[config.mk]
export PLATFORM = sky130hd
export DESIGN_NAME = resv_monitor
export DESIGN_NICKNAME = d
export VERILOG_FILES = /design/src/rtl/resv_pkg.sv /design/src/rtl/resv_line_match.sv /design/src/rtl/resv_state.sv /design/src/rtl/resv_event_mbox.sv /design/src/rtl/resv_monitor.sv
export SDC_FILE = /design/constraint.sdc
export NUM_CORES = 1
export LEC_CHECK = 0
export ABC_AREA = 0
export BUFFER_PORTS_ARGS = -buffer_cell sky130_fd_sc_hd__buf_2
export CAP_MARGIN = 10
export CELL_PAD_IN_SITES_DETAIL_PLACEMENT = 1
export CELL_PAD_IN_SITES_GLOBAL_PLACEMENT = 2
export CORE_MARGIN = 1
export CORE_UTILIZATION = 23
export DETAILED_ROUTE_END_ITERATION = 12
export PLACE_DENSITY = 0.81
export SLEW_MARGIN = 20
export SYNTH_ARGS = -nofsm -noshare
export SYNTH_HDL_FRONTEND = slang
export SYNTH_SLANG_ARGS = --single-unit
export TNS_END_PERCENT = 5
[constraint.sdc]
create_clock -name clk_i -period 1.99 [get_ports clk_i]
set_input_delay 0.199 -clock clk_i [delete_from_list [all_inputs] [get_ports clk_i]]
set_output_delay 0.199 -clock clk_i [all_outputs]
set_load 0.02 [all_outputs]
[src/rtl/resv_pkg.sv]
package resv_pkg;
  typedef struct packed {
    logic done;
    logic pass;
    logic fwd;
  } stx_rsp_t;
endpackage

[src/rtl/resv_line_match.sv]
module resv_line_match #(
  parameter int ADDR_W = 32,
  parameter int OFF_W  = 6
) (
  input  logic [ADDR_W-1:0] a_i,
  input  logic [ADDR_W-1:0] b_i,
  output logic              hit_o
);
  localparam logic [ADDR_W-1:0] LINE_MASK = {ADDR_W{1'b1}} << OFF_W;

  assign hit_o = ((a_i ^ b_i) & LINE_MASK) == '0;
endmodule

[src/rtl/resv_state.sv]
module resv_state
  import resv_pkg::*;
#(
  parameter int ADDR_W = 32
) (
  input  logic              clk_i,
  input  logic              rst_ni,
  input  logic              kill_i,
  input  logic              stx_valid_i,
  input  logic              stx_swap_i,
  input  logic              stx_hit_i,
  input  logic              ldx_valid_i,
  input  logic [ADDR_W-1:0] ldx_addr_i,
  output logic              valid_o,
  output logic [ADDR_W-1:0] addr_o,
  output stx_rsp_t          rsp_o
);
  logic              valid_q, valid_d;
  logic [ADDR_W-1:0] addr_q, addr_d;
  stx_rsp_t          rsp_q, rsp_d;
  logic              flag_post_snp, stx_ok, stx_chk;

  always_comb begin
    // order: snoop kill, then store check, then new reservation
    flag_post_snp = valid_q & ~kill_i;
    stx_chk       = stx_valid_i & ~stx_swap_i;
    stx_ok        = stx_valid_i & (stx_swap_i | (flag_post_snp & stx_hit_i));
    valid_d       = ldx_valid_i | (flag_post_snp & ~stx_chk);
    addr_d        = ldx_valid_i ? ldx_addr_i : addr_q;
    rsp_d.done    = stx_valid_i;
    rsp_d.pass    = stx_ok;
    rsp_d.fwd     = stx_ok;
  end

  always_ff @(posedge clk_i or negedge rst_ni) begin
    if (!rst_ni) begin
      valid_q <= 1'b0;
      addr_q  <= '0;
      rsp_q   <= '0;
    end else begin
      valid_q <= valid_d;
      addr_q  <= addr_d;
      rsp_q   <= rsp_d;
    end
  end

  assign valid_o = valid_q;
  assign addr_o  = addr_q;
  assign rsp_o   = rsp_q;


  ldx_record_chk: assert property (@(posedge clk_i) disable iff (!rst_ni)
    ldx_valid_i |=> (valid_q && addr_q == $past(ldx_addr_i)));

  swap_pass_chk: assert property (@(posedge clk_i) disable iff (!rst_ni)
    (stx_valid_i && stx_swap_i) |=> (rsp_q.pass && rsp_q.fwd));

  swap_keep_chk: assert property (@(posedge clk_i) disable iff (!rst_ni)
    (stx_valid_i && stx_swap_i && !kill_i && !ldx_valid_i) |=> (valid_q == $past(valid_q)));

  stx_fail_chk: assert property (@(posedge clk_i) disable iff (!rst_ni)
    (stx_valid_i && !stx_swap_i && (!valid_q || !stx_hit_i)) |=> (rsp_q.done && !rsp_q.pass && !rsp_q.fwd));

  stx_consume_chk: assert property (@(posedge clk_i) disable iff (!rst_ni)
    (stx_valid_i && !stx_swap_i && !ldx_valid_i) |=> !valid_q);

  snp_first_chk: assert property (@(posedge clk_i) disable iff (!rst_ni)
    (kill_i && stx_valid_i && !stx_swap_i) |=> !rsp_q.pass);

  rsp_idle_chk: assert property (@(posedge clk_i) disable iff (!rst_ni)
    !stx_valid_i |=> (!rsp_q.done && !rsp_q.pass && !rsp_q.fwd));
endmodule

[src/rtl/resv_event_mbox.sv]
module resv_event_mbox (
  input  logic clk_i,
  input  logic rst_ni,
  input  logic set_i,
  input  logic clr_i,
  input  logic wake_i,
  output logic evt_o,
  output logic wake_o
);
  logic evt_q, wake_q;

  always_ff @(posedge clk_i or negedge rst_ni) begin
    if (!rst_ni) begin
      evt_q  <= 1'b0;
      wake_q <= 1'b0;
    end else begin
      evt_q  <= set_i | (evt_q & ~clr_i);
      wake_q <= wake_i;
    end
  end

  assign evt_o  = evt_q;
  assign wake_o = wake_q;


  evt_set_wins_chk: assert property (@(posedge clk_i) disable iff (!rst_ni)
    set_i |=> evt_q);

  evt_sticky_chk: assert property (@(posedge clk_i) disable iff (!rst_ni)
    (evt_q && !clr_i) |=> evt_q);

  evt_clear_chk: assert property (@(posedge clk_i) disable iff (!rst_ni)
    (clr_i && !set_i) |=> !evt_q);
endmodule

[src/rtl/resv_monitor.sv]
module resv_monitor
  import resv_pkg::*;
#(
  parameter int ADDR_W     = 32,
  parameter int LINE_BYTES = 64
) (
  input  logic              clk_i,
  input  logic              rst_ni,
  input  logic              ldx_valid_i,
  input  logic [ADDR_W-1:0] ldx_addr_i,
  input  logic              stx_valid_i,
  input  logic [ADDR_W-1:0] stx_addr_i,
  input  logic              stx_swap_i,
  input  logic              snp_valid_i,
  input  logic [ADDR_W-1:0] snp_addr_i,
  input  logic              snp_local_hit_i,
  input  logic              evt_clr_i,
  output logic              stx_done_o,
  output logic              stx_pass_o,
  output logic              stx_fwd_o,
  output logic              evt_flag_o,
  output logic              wake_o,
  output logic              resv_valid_o,
  output logic [ADDR_W-1:0] resv_addr_o
);
  localparam int OFF_W = (LINE_BYTES > 1) ? $clog2(LINE_BYTES) : 0;

  logic              resv_valid;
  logic [ADDR_W-1:0] resv_addr;
  logic              snp_line_hit, stx_line_hit, snp_match, kill;
  stx_rsp_t          rsp;

  resv_line_match #(.ADDR_W(ADDR_W), .OFF_W(OFF_W)) u_snp_cmp (
    .a_i(snp_addr_i), .b_i(resv_addr), .hit_o(snp_line_hit));

  resv_line_match #(.ADDR_W(ADDR_W), .OFF_W(OFF_W)) u_stx_cmp (
    .a_i(stx_addr_i), .b_i(resv_addr), .hit_o(stx_line_hit));

  assign snp_match = snp_valid_i & resv_valid & snp_line_hit;
  assign kill      = snp_match | snp_local_hit_i;

  resv_state #(.ADDR_W(ADDR_W)) u_state (
    .clk_i       (clk_i),
    .rst_ni      (rst_ni),
    .kill_i      (kill),
    .stx_valid_i (stx_valid_i),
    .stx_swap_i  (stx_swap_i),
    .stx_hit_i   (stx_line_hit),
    .ldx_valid_i (ldx_valid_i),
    .ldx_addr_i  (ldx_addr_i),
    .valid_o     (resv_valid),
    .addr_o      (resv_addr),
    .rsp_o       (rsp)
  );

  resv_event_mbox u_mbox (
    .clk_i  (clk_i),
    .rst_ni (rst_ni),
    .set_i  (kill),
    .clr_i  (evt_clr_i),
    .wake_i (snp_match),
    .evt_o  (evt_flag_o),
    .wake_o (wake_o)
  );

  assign stx_done_o   = rsp.done;
  assign stx_pass_o   = rsp.pass;
  assign stx_fwd_o    = rsp.fwd;
  assign resv_valid_o = resv_valid;
  assign resv_addr_o  = resv_addr;


  snp_idle_chk: assert property (@(posedge clk_i) disable iff (!rst_ni)
    (snp_valid_i && !resv_valid && !ldx_valid_i && !snp_local_hit_i) |=>
      (!resv_valid_o && $stable(resv_addr_o) && !wake_o));

  snp_wake_chk: assert property (@(posedge clk_i) disable iff (!rst_ni)
    snp_match |=> (wake_o && evt_flag_o));

  snp_kill_chk: assert property (@(posedge clk_i) disable iff (!rst_ni)
    (snp_match && !ldx_valid_i) |=> !resv_valid_o);

  local_hit_chk: assert property (@(posedge clk_i) disable iff (!rst_ni)
    (snp_local_hit_i && !ldx_valid_i) |=> (!resv_valid_o && evt_flag_o));

  fwd_pass_chk: assert property (@(posedge clk_i) disable iff (!rst_ni)
    stx_fwd_o == stx_pass_o);
endmodule

==> results.toml, run 1 <==
[outcome]
outcome = "finished clean"

[grt]
globalRouteTotalUtil_pct = 14.2
grt_pass1_wl_um = 9370
vias_in_the_first_global_route = 1790
grt_max_degree = 24
overflow = 0
antenna_found_initial = 0

[die]
fp.dieH_um = 94.2
initial_core_util_pct = 23.8
floorplan.rows = 33
core_area_mm2 = 0.00822
design.portCount = 142
die_area_mm2 = 0.00888
die-width_um = 94.2

[layout]
drive_above_1_share_pct = 59.2
areaGrowthSynthToFinish_pct = 44.4
nFillCells = 956
final_nets = 393
diodes = 0
finish.instance_area_mm2 = 0.00283

[placement]
preCtsSetupSlack_ps = 201
place_congestion = 0.703
port_buffers = 129
dp.final_hpwl_um = 5020
detailed_place.area_mm2 = 0.00273

[clocking]
path_clk_slew_ps = 70
clkLatencyLatePin_ps = 280
cts_resized = 0
cts-root-buf = "sky130_fd_sc_hd__clkbuf_8"
cts.path.max_buffers = 2
ctsHtreeMaxLevel = 2
tritoncts = "yes"
tritoncts_num_sinks = 37
cts_hold_buffers = 1
post_cts.repair.setup_buffers = 0
numCtsBuffers = 5

[timing]
setup_total_negative_slack_ps = 0
maxClockFrequency_mhz = 572
relSlewSlack_pct = 64.5
final-max-slew-violation-count = 0
finalWorstPathRequiredPeriod_ps = 1750
worst_clock_skew_ps = 6.50
tightestPinTransition_ps = 533
grt_setup_unrepaired = "no"
finalSetupViolations = 0
layout_setup_ws_ps = 240
fin_crit_sh_pct = 87.9
final-hold-violation-count = 0

[power]
ir_drop_mv = 0.228
power.net_switching_mw = 0.617
seq_power_share_pct = 45.5
power_switching_share_pct = 31.1
cellLeakagePower_nw = 1.34
internal_power_mw = 1.37
clock_power_share_pct = 27.1
share_comb_of_total_power_pct = 27.4
p_per_area_mw_per_mm2 = 701

[yosys]
postSynthNetCount = 258
synth_async_sr_flop_share_pct = 100
dominantRegCellSynth = "sky130_fd_sc_hd__dfrtp_1"
synth_enable_flop_cells = 0
synthesis.yosys.warnings = 0
synthesis.instances = 154
synth-seq-cells = 37
post_synthesis_instance_area_mm2 = 0.00196
syn_area_per_cell_um2 = 12.7
ys_types = 23
seq_area_frac_synth_pct = 47.3

[worst_setup_path]
setup.worst_path.class = "reg -> reg"
timing.critical_path.arrival_ps = 1920
req_time_crit_path_ps = 2160
critical_path_peak_fanout = 4
worst_setup_path_end_kind = "flip-flop"
cp-start-kind = "flip-flop"

[run]
max_cap_viol_count = 0

[detailed_routing]
detail_route.iter0.violations = 26
drt_first_pass_iters = 4
route.detailed.drc = 0
drt-vias-per-instance = 4.14
wirelength_per_cell_um = 15.3
routed_wl_um = 6030
route.antenna.remaining_nets = 0
detailroute.via_count = 1632

[hold_path]
holdCritPathClass = "in -> reg"
-- final timing paths --
path	start	endpoint	slack (ps)	cells past startpoint
min in group asynchronous	rst_ni	u_state.addr_o[10]	420	2
worst max-delay path	u_state.addr_o[29]	u_state.rsp_o[1]	240	5
worst min-delay path	stx_valid_i	u_state.rsp_o[2]	80	1
max in group asynchronous	rst_ni	u_state.addr_o[21]	910	3
worst max register to register	u_state.addr_o[29]	u_state.rsp_o[1]	240	5
worst min register to register	u_state.addr_o[2]	u_state.addr_o[2]	500	1
-- power groups by stage --
stage / registers [mW] / logic, mW / clock network, mW
6_report: 0.903 / 0.543 / 0.536
5_1_grt: 0.917 / 0.593 / 0.600
4_1_cts: 0.906 / 0.555 / 0.569
3_5_place_dp: 0.921 / 0.550 / 0
3_3_place_gp: 0.916 / 0.542 / 0
2_1_floorplan: 0.996 / 0.220 / 0
-- sequential cells by signal, summed over array words and instances, names as in the netlist --
signal and cells:
u_state.addr_o 32, u_state.rsp_o 2, u_mbox.evt_o 1, u_mbox.wake_o 1
u_state.valid_o 1
-- metal layers --
layer / GRT usage, % / share of wire [%] / up-vias
li1: - / - / 799
met1: 17.3 / 41 / 764
met2: 25.3 / 52 / 63
met3: 3.24 / 6.5 / 6
met4: 3.08 / 0.80 / 0
met5: 0 / 0 / -
-- synth_stat cells (2+ instances only) --
master                    instances  area [µm²]
sky130_fd_sc_hd__dfrtp_1         37         926
sky130_fd_sc_hd__nand4_1          8        50.1
sky130_fd_sc_hd__nand2_1          2        7.51
sky130_fd_sc_hd__xor2_1          18         158
sky130_fd_sc_hd__inv_1            2        7.51
sky130_fd_sc_hd__xnor2_1         34         298
sky130_fd_sc_hd__nor4_1           5        31.3
sky130_fd_sc_hd__buf_2            3        15.0
sky130_fd_sc_hd__mux2_1           3        33.8
sky130_fd_sc_hd__mux2_2          29         327
-- through the flow --
stage               utilization, %  hold slack, ps  power, mW  instances
floorplan                        -           -96.6       1.22        154
global placement              33.2             209       1.46        386
detailed placement            33.2             213       1.47        386
CTS                           34.4            72.6       2.03        394
global route                  34.4            68.0       2.11        394
finish                        34.4            82.7       1.98        394
-- cells in the final DEF, fill, tap and decap left out --
cell type,instances
sky130_fd_sc_hd__a211o_1,1
sky130_fd_sc_hd__buf_2,129
sky130_fd_sc_hd__buf_4,3
sky130_fd_sc_hd__clkbuf_1,1
sky130_fd_sc_hd__clkbuf_8,6
sky130_fd_sc_hd__dfrtp_1,37
sky130_fd_sc_hd__dlygate4sd3_1,1
sky130_fd_sc_hd__inv_1,2
sky130_fd_sc_hd__mux2_1,3
sky130_fd_sc_hd__mux2_2,29
sky130_fd_sc_hd__nand2_1,2
sky130_fd_sc_hd__nand3_1,1
sky130_fd_sc_hd__nand3_2,1
sky130_fd_sc_hd__nand4_1,8
sky130_fd_sc_hd__nand4_2,1
sky130_fd_sc_hd__nor2b_1,1
sky130_fd_sc_hd__nor3_1,1
sky130_fd_sc_hd__nor3_4,1
sky130_fd_sc_hd__nor4_1,5
sky130_fd_sc_hd__o21ai_0,1
sky130_fd_sc_hd__o21ai_1,1
sky130_fd_sc_hd__o21bai_1,1
sky130_fd_sc_hd__or4_4,1
sky130_fd_sc_hd__xnor2_1,34
sky130_fd_sc_hd__xor2_1,18
-- worst max-delay path, stage by stage, from the launching register on --
cell and delay, ps:
sky130_fd_sc_hd__dfrtp_1 420, sky130_fd_sc_hd__xor2_1 160, sky130_fd_sc_hd__nor4_1 460, sky130_fd_sc_hd__nand4_2 220, sky130_fd_sc_hd__nor3_4 280, sky130_fd_sc_hd__o21ai_1 100
-- area by class of cell --
class,count,area [µm²],share of cell area (%)
Clock buffer,7,86.3,3.05
Inverter,2,7.51,0.266
Multi-Input combinational cell,110,997,35.3
Sequential cell,37,926,32.8
Tap cell,105,131,4.65
Timing Repair Buffer,133,678,24.0
-- kinds of logic (layout without fill, tap and decap cells) --
logic type,count (synthesis),after routing,synth area share (%)
compound gates,4,4,1.34
xor+xnor,52,52,23.3
buf+inv,7,142,1.73
flops,37,37,47.3
mux,32,32,18.4
simple gates,22,22,7.93
No activity file was read; power rests on OpenSTA's default activity.
==> run 2, diff against run 1 <==
--- a/config.mk
+++ b/config.mk
@@ -13,6 +13,7 @@
 export CORE_MARGIN = 1
 export CORE_UTILIZATION = 23
 export DETAILED_ROUTE_END_ITERATION = 12
+export MAX_ROUTING_LAYER = met4
 export PLACE_DENSITY = 0.81
 export SLEW_MARGIN = 20
 export SYNTH_ARGS = -nofsm -noshare
==> results.toml, run 2 (same netlist as run 1, synthesis figures left out) <==
[worst_setup_path]
timing.critical_path.cells = "xor2_1 > nor4_1 > nand4_2 > nor3_4 > o21ai_1"
worst_setup_path_end_kind = "flip-flop"
crit_slowest_cell = "sky130_fd_sc_hd__nor4_1"
critPathMaxStageDelay_ps = 450
setup.worst_path.class = "reg -> reg"
timing.critical_path.max_delay_family = "simple AND/OR/NAND/NOR gates"
timing.critical_path.arrival_ps = 1920
cp-start-kind = "flip-flop"
critical_path_peak_fanout = 4
req_time_crit_path_ps = 2160
critical_path.n_buffers_inverters = 0

[timing]
hold_ws_ps = 80.8
final-max-slew-violation-count = 0
fin_crit_sh_pct = 88.0
worst_clock_skew_ps = 6.50
setup_total_negative_slack_ps = 0
grt_setup_unrepaired = "no"
layout_setup_ws_ps = 239
final-hold-violation-count = 0
finalSetupViolations = 0
finalWorstPathRequiredPeriod_ps = 1750
maxClockFrequency_mhz = 571
tightestPinTransition_ps = 531
relSlewSlack_pct = 64.6

[detailed_routing]
wirelength_per_cell_um = 15.3
drt-vias-per-instance = 4.15
detail_route.iter0.violations = 32
route.antenna.remaining_nets = 0
routed_wl_um = 6030
detailroute.via_count = 1637
route.detailed.drc = 0
drt_first_pass_iters = 4

[placement]
placed_cells_incl_taps = 386
port_buffers = 129
preCtsSetupSlack_ps = 201
dp.final_hpwl_um = 5020
place_congestion = 0.711
detailed_place.area_mm2 = 0.00273

[layout]
final_nets = 393
drive_above_1_share_pct = 59.2
nFillCells = 956
post_layout_nonfiller_instances = 394
areaGrowthSynthToFinish_pct = 44.4
diodes = 0
finish.instance_area_mm2 = 0.00283
mostFrequentLayoutCells = "sky130_fd_sc_hd__buf_2 (129), sky130_fd_sc_hd__dfrtp_1 (37), sky130_fd_sc_hd__xnor2_1 (34), sky130_fd_sc_hd__mux2_2 (29), sky130_fd_sc_hd__xor2_1 (18)"
max_ffs_per_register = 32
final_core_utilization_pct = 34.4
layout_commonest_cell = "sky130_fd_sc_hd__buf_2"

[clocking]
tritoncts = "yes"
numCtsBuffers = 5
clkLatencyLatePin_ps = 280
path_clk_slew_ps = 70
cts.path.max_buffers = 2
cts-root-buf = "sky130_fd_sc_hd__clkbuf_8"
tritoncts_num_sinks = 37
post_cts.repair.setup_buffers = 0
cts_resized = 0
ctsHtreeMaxLevel = 2

[die]
initial_core_util_pct = 23.8
core_area_mm2 = 0.00822
floorplan.rows = 33
die_area_mm2 = 0.00888
design.portCount = 142
die-width_um = 94.2
fp.dieH_um = 94.2

[power]
internal_power_mw = 1.37
clock_power_share_pct = 27.0
power_switching_share_pct = 31.1
p_per_area_mw_per_mm2 = 701
share_comb_of_total_power_pct = 27.4
total_power_mw = 1.98
seq_power_share_pct = 45.6
cellLeakagePower_nw = 1.34
power.net_switching_mw = 0.616
ir_drop_mv = 0.230

[run]
max_cap_viol_count = 0

[grt]
globalRouteTotalUtil_pct = 14.6
vias_in_the_first_global_route = 1799
grt_pass1_wl_um = 9320
antenna_found_initial = 0
grt_max_degree = 24
overflow = 0

[hold_path]
holdCritPathClass = "in -> reg"

[outcome]
outcome = "finished clean"
run 2: layout make-up:
type                       count  area (µm²)  share of cell area, %
timing repair buffer         133         678                   24.0
multi-input combinational    110         997                   35.3
tap                          105         131                   4.65
clock buffer                   7        86.3                   3.05
inverter                       2        7.51                  0.266
sequential                    37         926                   32.8
run 2: final timing paths:
check	startpoint	endpoint	slack [ps]	cells after the start
max	u_state.addr_o[15]	u_state.rsp_o[1]	240	5
min reg2reg	u_state.addr_o[2]	u_state.addr_o[2]	500	1
max in group asynchronous	rst_ni	u_state.addr_o[22]	920	3
max reg2reg	u_state.addr_o[15]	u_state.rsp_o[1]	240	5
min	stx_valid_i	u_state.rsp_o[2]	80	1
min in group asynchronous	rst_ni	u_state.addr_o[10]	420	2
run 2: per-layer routing:
layer | track usage, % | up-vias | part of all wire [%]
met3 | 2.27 | 8 | 4.9
met1 | 17.8 | 765 | 42
met5 | - | - | 0
met2 | 25.2 | 65 | 52
li1 | - | 799 | -
met4 | 3.46 | 0 | 1.2
run 2: timing repair:
item	CTS	global route
hold buffers	1	0
setup endpoints to repair	0	0
endpoints found under the hold margin	22	0
run 2: worst register-to-register path: cells and delay by family, from the launching register on:
family,cells,cell delay (ps)
compound gates,1,100
simple gates,3,940
flops,1,430
xor+xnor,1,170
run 2: power groups by stage:
stage	sequential, mW	clock (mW)	combinational (mW)
after floorplan	0.996	0	0.220
after global placement	0.916	0	0.542
after detailed placement	0.921	0	0.550
after CTS	0.906	0.569	0.555
after global routing	0.917	0.599	0.594
final	0.903	0.536	0.543
==> run 3, diff against run 2 <==
--- a/config.mk
+++ b/config.mk
@@ -10,6 +10,7 @@
 export CAP_MARGIN = 10
 export CELL_PAD_IN_SITES_DETAIL_PLACEMENT = 1
 export CELL_PAD_IN_SITES_GLOBAL_PLACEMENT = 2
+export CORE_ASPECT_RATIO = 1.5
 export CORE_MARGIN = 1
 export CORE_UTILIZATION = 23
 export DETAILED_ROUTE_END_ITERATION = 12
==> results.toml, run 3 (same netlist as run 1, synthesis figures left out) <==
[layout]
final_nets = 393
diodes = 0
post_layout_nonfiller_instances = 395
mostFrequentLayoutCells = "sky130_fd_sc_hd__buf_2 (129), sky130_fd_sc_hd__dfrtp_1 (37), sky130_fd_sc_hd__xnor2_1 (34), sky130_fd_sc_hd__mux2_2 (29), sky130_fd_sc_hd__xor2_1 (18)"
area.sequential_um2 = 926
finish.instance_area_mm2 = 0.00290
max_ffs_per_register = 32
areaGrowthSynthToFinish_pct = 48.1
final_core_utilization_pct = 35.7
nFillCells = 972
multi_input_comb_area_um2 = 997
drive_above_1_share_pct = 59.7
layout_commonest_cell = "sky130_fd_sc_hd__buf_2"

[detailed_routing]
detail_route.iter0.violations = 40
drt_first_pass_iters = 2
drt-vias-per-instance = 4.25
route.detailed.drc = 0
routed_wl_um = 6080
route.antenna.remaining_nets = 0
detailroute.via_count = 1678
wirelength_per_cell_um = 15.4

[outcome]
outcome = "finished clean"

[timing]
relSlewSlack_pct = 68.3
worst_clock_skew_ps = 2.39
hold_ws_ps = 97.9
tightestPinTransition_ps = 475
maxClockFrequency_mhz = 586
final-hold-violation-count = 0
finalSetupViolations = 0
setup_total_negative_slack_ps = 0
grt_setup_unrepaired = "no"
fin_crit_sh_pct = 85.7
final-max-slew-violation-count = 0
finalWorstPathRequiredPeriod_ps = 1710

[clocking]
cts-root-buf = "sky130_fd_sc_hd__clkbuf_16"
clkLatencyLatePin_ps = 280
tritoncts = "yes"
post_cts.repair.setup_buffers = 0
path_clk_slew_ps = 60
numCtsBuffers = 5
ctsHtreeMaxLevel = 2
cts.path.max_buffers = 2
tritoncts_num_sinks = 37
cts_resized = 0

[grt]
antenna_found_initial = 0
grt_pass1_wl_um = 9270
vias_in_the_first_global_route = 1766
overflow = 0
globalRouteTotalUtil_pct = 14.5
grt_max_degree = 34

[die]
die_area_mm2 = 0.00889
design.portCount = 142
floorplan.rows = 40
initial_core_util_pct = 24.1
core_area_mm2 = 0.00811
fp.dieH_um = 115
die-width_um = 77.3

[worst_setup_path]
req_time_crit_path_ps = 2150
timing.critical_path.max_delay_family = "simple AND/OR/NAND/NOR gates"
critical_path.n_buffers_inverters = 0
setup.worst_path.class = "reg -> reg"
crit_slowest_cell = "sky130_fd_sc_hd__dfrtp_1"
cp-start-kind = "flip-flop"
timing.critical_path.cells = "xor2_1 > nor4_1 > nand4_2 > nor3_4 > o21bai_1"
critPathMaxStageDelay_ps = 420
critical_path_peak_fanout = 4
timing.critical_path.arrival_ps = 1870
worst_setup_path_end_kind = "flip-flop"

[run]
max_cap_viol_count = 0

[power]
ir_drop_mv = 0.358
p_per_area_mw_per_mm2 = 790
cellLeakagePower_nw = 1.38

[placement]
detailed_place.area_mm2 = 0.00273
placed_cells_incl_taps = 386
port_buffers = 129
place_congestion = 0.722
dp.final_hpwl_um = 4930

[hold_path]
holdCritPathClass = "in -> reg"
-- run 3: cell count changes in the layout (fill, tap and decap cells not counted) --
| cell | delta |
|---|---|
| sky130_fd_sc_hd__clkbuf_16 | +5 |
| sky130_fd_sc_hd__clkinv_2 | +1 |
| sky130_fd_sc_hd__clkbuf_1 | -1 |
| sky130_fd_sc_hd__clkbuf_8 | -4 |
-- run 3: where the power goes --
part	internal [mW]	switching, mW	total [mW]
combinational	0.269	0.271	0.540
sequential	0.823	0.0810	0.904
clock	0.531	0.316	0.847
-- run 3: routing by layer --
layer  track usage [%]  share of wire, %  wire length [µm]
met5                 -                 0                 0
met4              6.04               2.0               120
met3              3.10               5.9               359
met2              25.1                53              3220
met1              16.2                39              2370
-- run 3: area by class of cell --
| cell class | count | area share, % |
|---|---|---|
| clock buffer | 7 | 5.27 |
| timing repair buffer | 133 | 23.4 |
| tap | 105 | 4.53 |
| clock inverter | 1 | 0.173 |
| multi-input combinational | 110 | 34.4 |
| inverter | 2 | 0.259 |
| sequential | 37 | 32.0 |
-- run 3: worst reg2reg max path, cell delays in order, from the launching register on --
cell                       delay, ps
sky130_fd_sc_hd__dfrtp_1         420
sky130_fd_sc_hd__xor2_1          170
sky130_fd_sc_hd__nor4_1          400
sky130_fd_sc_hd__nand4_2         200
sky130_fd_sc_hd__nor3_4          280
sky130_fd_sc_hd__o21bai_1        110
-- run 3: path summary, 6_finish.rpt --
kind                               startpoint                  to  cells past startpoint  slack [ps]
setup reg to reg           u_state.addr_o[31]     u_state.valid_o                      5         280
setup / recovery           u_state.addr_o[31]     u_state.valid_o                      5         280
min in group asynchronous              rst_ni        u_mbox.evt_o                      2         320
hold / removal                    stx_valid_i    u_state.rsp_o[2]                      1         100
hold reg to reg                  u_mbox.evt_o        u_mbox.evt_o                      1         500
max in group asynchronous              rst_ni  u_state.addr_o[21]                      3        1130
-- run 3: stage by stage --
| stage | total power [mW] | worst slack [ps] |
|---|---|---|
| final | 2.29 | 285 |
| after global routing | 2.40 | 118 |
| after CTS | 2.34 | 230 |
| after detailed placement | 1.47 | 236 |
| after global placement | 1.45 | 278 |
| after floorplan | 1.22 | 402 |
-- run 3: timing repair --
action                                  CTS  global route
endpoints found under the setup margin    0             0
endpoints found under the hold margin     9             0
hold buffers                              1             0
